$ cat src/rtl/dpoll_pkg.sv
package dpoll_pkg;

  localparam logic [7:0] ERASED_BYTE = 8'hFF;

  typedef enum logic [1:0] {
    RC_IDLE,
    RC_SETUP,
    RC_STROBE,
    RC_REL
  } rc_state_t;

  typedef enum logic [1:0] {
    CT_IDLE,
    CT_GAP,
    CT_POLL,
    CT_CONF
  } ct_state_t;

  // Bit-7 rule: program finishes when bit 7 matches the target's bit 7,
  // erase finishes when bit 7 reads 1.
  function automatic logic poll_finished(input logic [7:0] rd,
                                         input logic [7:0] target,
                                         input logic       erase);
    if (erase) return rd[7];
    return rd[7] == target[7];
  endfunction

  // Byte the confirm read must return in full.
  function automatic logic [7:0] final_ref(input logic [7:0] target,
                                           input logic       erase);
    return erase ? ERASED_BYTE : target;
  endfunction

endpackage

$ cat src/rtl/dpoll_rdcyc.sv
module dpoll_rdcyc
  import dpoll_pkg::*;
#(
  parameter int AW      = 16,
  parameter int OE_CLKS = 3
) (
  input  logic          clk,
  input  logic          rst_n,
  input  logic          go_i,
  input  logic [AW-1:0] addr_i,
  output logic [AW-1:0] bus_addr_o,
  output logic          bus_oe_n_o,
  input  logic [7:0]    bus_data_i,
  output logic          ready_o,
  output logic          done_o,
  output logic [7:0]    data_o
);

  localparam int CW = $clog2(OE_CLKS + 1);

  rc_state_t      st;
  logic [CW-1:0]  cnt;
  logic [AW-1:0]  addr_q;
  logic [7:0]     data_q;

  always_ff @(posedge clk or negedge rst_n) begin
    if (!rst_n) begin
      st     <= RC_IDLE;
      cnt    <= '0;
      addr_q <= '0;
      data_q <= '0;
    end else begin
      case (st)
        RC_IDLE, RC_REL: begin
          if (go_i) begin
            addr_q <= addr_i;
            st     <= RC_SETUP;
          end else begin
            st     <= RC_IDLE;
          end
        end
        RC_SETUP: begin
          cnt <= '0;
          st  <= RC_STROBE;
        end
        RC_STROBE: begin
          if (cnt == CW'(OE_CLKS - 1)) begin
            data_q <= bus_data_i;
            st     <= RC_REL;
          end else begin
            cnt <= cnt + 1'b1;
          end
        end
        default: st <= RC_IDLE;
      endcase
    end
  end

  assign bus_addr_o = addr_q;
  assign bus_oe_n_o = (st != RC_STROBE);
  assign ready_o    = (st == RC_IDLE) || (st == RC_REL);
  assign done_o     = (st == RC_REL);
  assign data_o     = data_q;

  // address does not move while the strobe is held low
  p_addr_hold_r3: assert property (@(posedge clk) disable iff (!rst_n)
    (!bus_oe_n_o && $past(!bus_oe_n_o)) |-> $stable(bus_addr_o));

  // a request only arrives when the sequencer can accept it
  p_go_ready_r3: assert property (@(posedge clk) disable iff (!rst_n)
    go_i |-> ready_o);

  // strobe is released for the cycle after sampling
  p_release_r3: assert property (@(posedge clk) disable iff (!rst_n)
    $rose(bus_oe_n_o) |-> done_o);

endmodule

$ cat src/rtl/dpoll_judge.sv
module dpoll_judge
  import dpoll_pkg::*;
(
  input  logic [7:0] rd_data_i,
  input  logic [7:0] target_i,
  input  logic       erase_i,
  output logic       finished_o,
  output logic       match_o
);

  assign finished_o = poll_finished(rd_data_i, target_i, erase_i);
  assign match_o    = (rd_data_i == final_ref(target_i, erase_i));

endmodule

$ cat src/rtl/dpoll_ctrl.sv
module dpoll_ctrl
  import dpoll_pkg::*;
#(
  parameter int AW        = 16,
  parameter int SECT_AW   = 12,
  parameter int OE_CLKS   = 3,
  parameter int GAP_CLKS  = 2,
  parameter int MAX_POLLS = 1000
) (
  input  logic          clk,
  input  logic          rst_n,
  input  logic          start_i,
  input  logic          op_erase_i,
  input  logic [AW-1:0] addr_i,
  input  logic [7:0]    exp_data_i,
  output logic [AW-1:0] bus_addr_o,
  output logic          bus_oe_n_o,
  input  logic [7:0]    bus_data_i,
  output logic          busy_o,
  output logic          done_o,
  output logic          verify_fail_o,
  output logic          timeout_o
);

  localparam int GW = $clog2(GAP_CLKS + 2);
  localparam int PW = $clog2(MAX_POLLS + 1);
  localparam logic [AW-1:0] SECT_MASK = ~((AW'(1) << SECT_AW) - AW'(1));

  // Erase polls at the first word of the sector, program at the word itself.
  function automatic logic [AW-1:0] poll_addr(input logic [AW-1:0] a,
                                              input logic          erase);
    return erase ? (a & SECT_MASK) : a;
  endfunction

  ct_state_t      st;
  logic [GW-1:0]  gcnt;
  logic [PW-1:0]  pcnt;
  logic           op_q;
  logic [AW-1:0]  addr_q;
  logic [7:0]     exp_q;
  logic           done_q, vf_q, to_q;

  // Named internal events
  logic           rd_go;
  logic           rd_done;
  logic           rd_ready;
  logic [7:0]     rd_data;
  logic           poll_fin;
  logic           conf_match;
  logic           gap_over;
  logic           last_poll;

  assign gap_over  = (st == CT_GAP) && (gcnt == '0);
  assign last_poll = (pcnt == PW'(MAX_POLLS));

  always_comb begin
    rd_go = 1'b0;
    case (st)
      CT_GAP:  rd_go = gap_over;
      CT_POLL: rd_go = rd_done && (poll_fin || !last_poll);
      default: rd_go = 1'b0;
    endcase
  end

  dpoll_rdcyc #(
    .AW      (AW),
    .OE_CLKS (OE_CLKS)
  ) u_rdcyc (
    .clk        (clk),
    .rst_n      (rst_n),
    .go_i       (rd_go),
    .addr_i     (addr_q),
    .bus_addr_o (bus_addr_o),
    .bus_oe_n_o (bus_oe_n_o),
    .bus_data_i (bus_data_i),
    .ready_o    (rd_ready),
    .done_o     (rd_done),
    .data_o     (rd_data)
  );

  dpoll_judge u_judge (
    .rd_data_i  (rd_data),
    .target_i   (exp_q),
    .erase_i    (op_q),
    .finished_o (poll_fin),
    .match_o    (conf_match)
  );

  always_ff @(posedge clk or negedge rst_n) begin
    if (!rst_n) begin
      st     <= CT_IDLE;
      gcnt   <= '0;
      pcnt   <= '0;
      op_q   <= 1'b0;
      addr_q <= '0;
      exp_q  <= '0;
      done_q <= 1'b0;
      vf_q   <= 1'b0;
      to_q   <= 1'b0;
    end else begin
      done_q <= 1'b0;
      vf_q   <= 1'b0;
      to_q   <= 1'b0;
      case (st)
        CT_IDLE: begin
          if (start_i) begin
            op_q   <= op_erase_i;
            addr_q <= poll_addr(addr_i, op_erase_i);
            exp_q  <= exp_data_i;
            gcnt   <= GW'(GAP_CLKS);
            pcnt   <= '0;
            st     <= CT_GAP;
          end
        end
        CT_GAP: begin
          if (gap_over) begin
            pcnt <= PW'(1);
            st   <= CT_POLL;
          end else begin
            gcnt <= gcnt - 1'b1;
          end
        end
        CT_POLL: begin
          if (rd_done) begin
            if (poll_fin) begin
              st <= CT_CONF;
            end else if (last_poll) begin
              to_q <= 1'b1;
              st   <= CT_IDLE;
            end else begin
              pcnt <= pcnt + 1'b1;
            end
          end
        end
        CT_CONF: begin
          if (rd_done) begin
            done_q <= 1'b1;
            vf_q   <= !conf_match;
            st     <= CT_IDLE;
          end
        end
        default: st <= CT_IDLE;
      endcase
    end
  end

  assign busy_o        = (st != CT_IDLE);
  assign done_o        = done_q;
  assign verify_fail_o = vf_q;
  assign timeout_o     = to_q;

  // a wait ends in exactly one kind of result
  p_one_result_r10: assert property (@(posedge clk) disable iff (!rst_n)
    !(done_o && timeout_o));

  // verify failure is only reported alongside done
  p_vf_with_done_r9: assert property (@(posedge clk) disable iff (!rst_n)
    verify_fail_o |-> done_o);

  // result flags are single-cycle pulses
  p_done_pulse_r12: assert property (@(posedge clk) disable iff (!rst_n)
    done_o |=> !done_o);
  p_to_pulse_r12: assert property (@(posedge clk) disable iff (!rst_n)
    timeout_o |=> !timeout_o);

  // every result follows the end of a read cycle
  p_result_after_read_r8: assert property (@(posedge clk) disable iff (!rst_n)
    (done_o || timeout_o) |-> $past(rd_done));

  // a start while busy leaves the captured request untouched
  p_ignore_start_r11: assert property (@(posedge clk) disable iff (!rst_n)
    (busy_o && start_i) |=> ($stable(addr_q) && $stable(exp_q) && $stable(op_q)));

  // erase reads land on a sector boundary
  p_sector_base_r5: assert property (@(posedge clk) disable iff (!rst_n)
    (!bus_oe_n_o && op_q) |-> ((bus_addr_o & ~SECT_MASK) == '0));

  // the strobe is only driven during a wait
  p_oe_in_busy_r3: assert property (@(posedge clk) disable iff (!rst_n)
    !bus_oe_n_o |-> busy_o);

  // the first read request waits for the guard interval
  p_first_go_r2: assert property (@(posedge clk) disable iff (!rst_n)
    (rd_go && st == CT_GAP) |-> (rd_ready && pcnt == '0));

endmodule

$ cat config.mk
export PLATFORM = sky130hd
export DESIGN_NAME = dpoll_ctrl
export DESIGN_NICKNAME = d
export VERILOG_FILES = /design/src/rtl/dpoll_pkg.sv /design/src/rtl/dpoll_rdcyc.sv /design/src/rtl/dpoll_judge.sv /design/src/rtl/dpoll_ctrl.sv
export SDC_FILE = /design/constraint.sdc
export NUM_CORES = 1
export LEC_CHECK = 0
export BUFFER_PORTS_ARGS = -buffer_cell sky130_fd_sc_hd__buf_4
export CORE_ASPECT_RATIO = 1.75
export CORE_MARGIN = 2
export CORE_UTILIZATION = 45
export DETAILED_ROUTE_END_ITERATION = 7
export GPL_TIMING_DRIVEN = 0
export PLACE_DENSITY = 0.75
export SKIP_CTS_REPAIR_TIMING = 1
export SLEW_MARGIN = 20
export SYNTH_ARGS = -nofsm -noshare
export SYNTH_HDL_FRONTEND = slang
export SYNTH_SLANG_ARGS = --single-unit
export TNS_END_PERCENT = 10
$ cat constraint.sdc
create_clock -name clk -period 6 [get_ports clk]
set_clock_uncertainty 0.2 [all_clocks]
set_input_delay 0.6 -clock clk [delete_from_list [all_inputs] [get_ports clk]]
set_output_delay 0.6 -clock clk [all_outputs]
set_load 0.03 [all_outputs]
==> metrics.cfg <==
[synth]
synth_area_leaders=dfrtp_1, mux2_2, ha_1
synth-edff-count=0
ys_types=40
yosys_warnings=0
synth-seq-cells=70
synthCells=303
synth_area_leader_cell=dfrtp_1
syn_nets=351
synth_top_cell_area_share_pct=52.8
syn-cell-area_sq_mm=0.00332
synthTopCellsByCount=dfrtp_1, o21ai_0, nand2_1, mux2_2, nor2_1
synthArstFlopShare_pct=100
yosysSeqAreaShare_pct=52.8
synth.avg_cell_area_sq_um=11.0
synthFlopType=dfrtp_1
synthMostInstantiatedCell=dfrtp_1

[global_routing]
overflow=0
grt_pass1_wl_mm=11.9
track_usage_pct=19.9
grt_max_degree=71
antenna_found_initial=0
grt_pass1_vias=2578

[power_and_ir_drop]
power_uw=2130
p_per_area_mw_per_mm2=513
p_leak_uw=0.00194
vdd_drop_max_mv=0.282

[placed_design]
port_buffers=56
gp_congestion=0.806
dp_hpwl_mm=5.12

[floorplan]
die_area_sq_mm=0.00810
core_sq_mm=0.00718
die_x_um=68.9
initial_core_util_pct=46.2
rows=41
die_height_um=118
io_pins=57

[clocking]
cts.sinks=70
cts-buffers-inserted=9
cts.clk_slew.worst_paths_ps=50
cts_tree=built
clock_latency_ps=330
cts_buffer_depth=2
cts-root-buf=clkbuf_16
htreeDepth=3

[sta]
worst_pin_slew_ps=880
slew_viol_final=0
fin_crit_ps=2730
timing.fmax_mhz=366
hold_violations=0
slew_headroom_pct=41.3
grt_setup_unrepaired=no
tns_ps=0
fin_crit_sh_pct=45.5
setup_viol=0

[final_layout]
nets=418
antenna_cells=0
drive_gt1_share_pct=27.7
syn_to_final_growth_pct=25.0

[detailed_routing]
wl_mm=6.97
drc=0
drt_pass1_iterations=4
vias_per_cell=5.37
ant_nets=0
wl_per_cell_um=15.1
vias=2475
drtIter0Drc=139

[run_status]
outcome=finished clean

[min_path]
min_path_type=input port to asynchronous set/reset pin

[setup_path]
start_kind=flop
crit_required_ps=6040
crit_fanout=7
rrSetupSlack_ps=3270
criticalPathCategory=flop to flop
critPathArrivalTime_ps=2770
endpoint_kind=flop

[flow_run]
cap_violations=0

-- critical path, cell delays in order, from the launching register on --
cell and delay, ps:
dfrtp_1 440, inv_1 130, ha_1 260, nor2b_1 220, or3_1 430, nor4b_2 550
nand2_1 180, o31ai_1 230
-- per-layer routing --
metal  share of wire (%)  track usage (%)  vias to the layer above
met5                   0                0                        -
met4                 3.0             9.31                        0
li1                    -                -                     1207
met2                  54             32.6                       51
met3                 3.9             5.45                       15
met1                  39             23.2                     1202
-- per-stage QoR --
| stage | hold WS [ps] | area [sq um] | std cells | worst slack [ps] | util, % |
|---|---|---|---|---|---|
| finish | 187 | 4150 | 461 | 3270 | 57.8 |
| global route | 258 | 4150 | 461 | 3040 | 57.8 |
| CTS | 230 | 4150 | 461 | 3260 | 57.8 |
| detailed placement | 267 | 3850 | 445 | 3300 | 53.6 |
| global placement | 254 | 3850 | 445 | 3340 | 53.6 |
| floorplan | 104 | 3320 | 303 | 3730 | - |
-- cells by family (layout without fill, tap and decap cells) --
logic type                 after synthesis  count (layout)  share of synthesized area, %
and+or+nand+nor                         94              94                          14.8
AOI/OAI and AO/OA                       62              62                          11.0
buffers and inverters                   22              94                          2.75
adders and majority gates               12              12                          4.52
xor gates and xnor gates                 6               6                          1.58
muxes                                   37              37                          12.6
DFF                                     70              70                          52.8
-- state kept, by name, indices dropped and copies added (netlist names) --
register / flops
u_rdcyc.bus_addr_o: 16
u_rdcyc.st: 2
exp_q: 8
timeout_o: 1
u_rdcyc.data_o: 8
addr_q: 16
op_q: 1
st: 2
gcnt: 2
verify_fail_o: 1
done_o: 1
pcnt: 10
u_rdcyc.cnt: 2
-- power breakdown --
group | leakage [uW] | internal [uW] | switching [uW]
logic | 0.000907 | 357 | 465
registers | 0.000892 | 647 | 128
clock network | 0.000146 | 344 | 189
-- area by class of cell --
| cell class | count | area (sq um) |
|---|---|---|
| plain buffers | 9 | 42.5 |
| clock buffers | 13 | 260 |
| clock inverters | 3 | 42.5 |
| fillers | 646 | 3030 |
| inverters | 13 | 48.8 |
| multi-input cells | 211 | 1480 |
| flip-flops and latches | 70 | 1750 |
| well taps | 86 | 108 |
| repair buffers | 56 | 420 |
-- cells in the final DEF (no fill, tap or decap), types with 2 or more instances in the layout --
cell type,synthesis,final
ha_1,12,12
nand3_1,4,4
mux2_1,9,9
clkbuf_16,0,9
xor2_1,4,4
clkbuf_8,0,2
or3_1,2,2
and3_1,5,5
nand4_1,2,2
nor2b_1,3,3
clkbuf_1,6,8
nor3_1,6,6
buf_4,0,56
dfrtp_1,70,70
a21oi_1,14,14
nand2b_1,14,14
o22a_1,2,2
nand2_1,29,29
nor2_1,18,18
mux2_2,28,28
inv_1,13,13
o21ai_0,30,30
o31ai_1,2,2
a31oi_1,7,7
nor4_1,4,4
xnor2_1,2,2
-- path summary, 6_finish.rpt --
path / from / endpoint / cells after the start
min in group clk: addr_q[9]$_DFFE_PN0P_ / addr_q[9]$_DFFE_PN0P_ / 2
setup / recovery: st[0]$_DFFE_PN0P_ / pcnt[9]$_DFFE_PN0P_ / 7
hold reg to reg: addr_q[9]$_DFFE_PN0P_ / addr_q[9]$_DFFE_PN0P_ / 2
setup reg to reg: st[0]$_DFFE_PN0P_ / pcnt[9]$_DFFE_PN0P_ / 7
max in group asynchronous: rst_n / pcnt[2]$_DFFE_PN0P_ / 1
hold / removal: rst_n / u_rdcyc.data_o[6]$_DFFE_PN0P_ / 1
(Power assumes the default switching activity.)
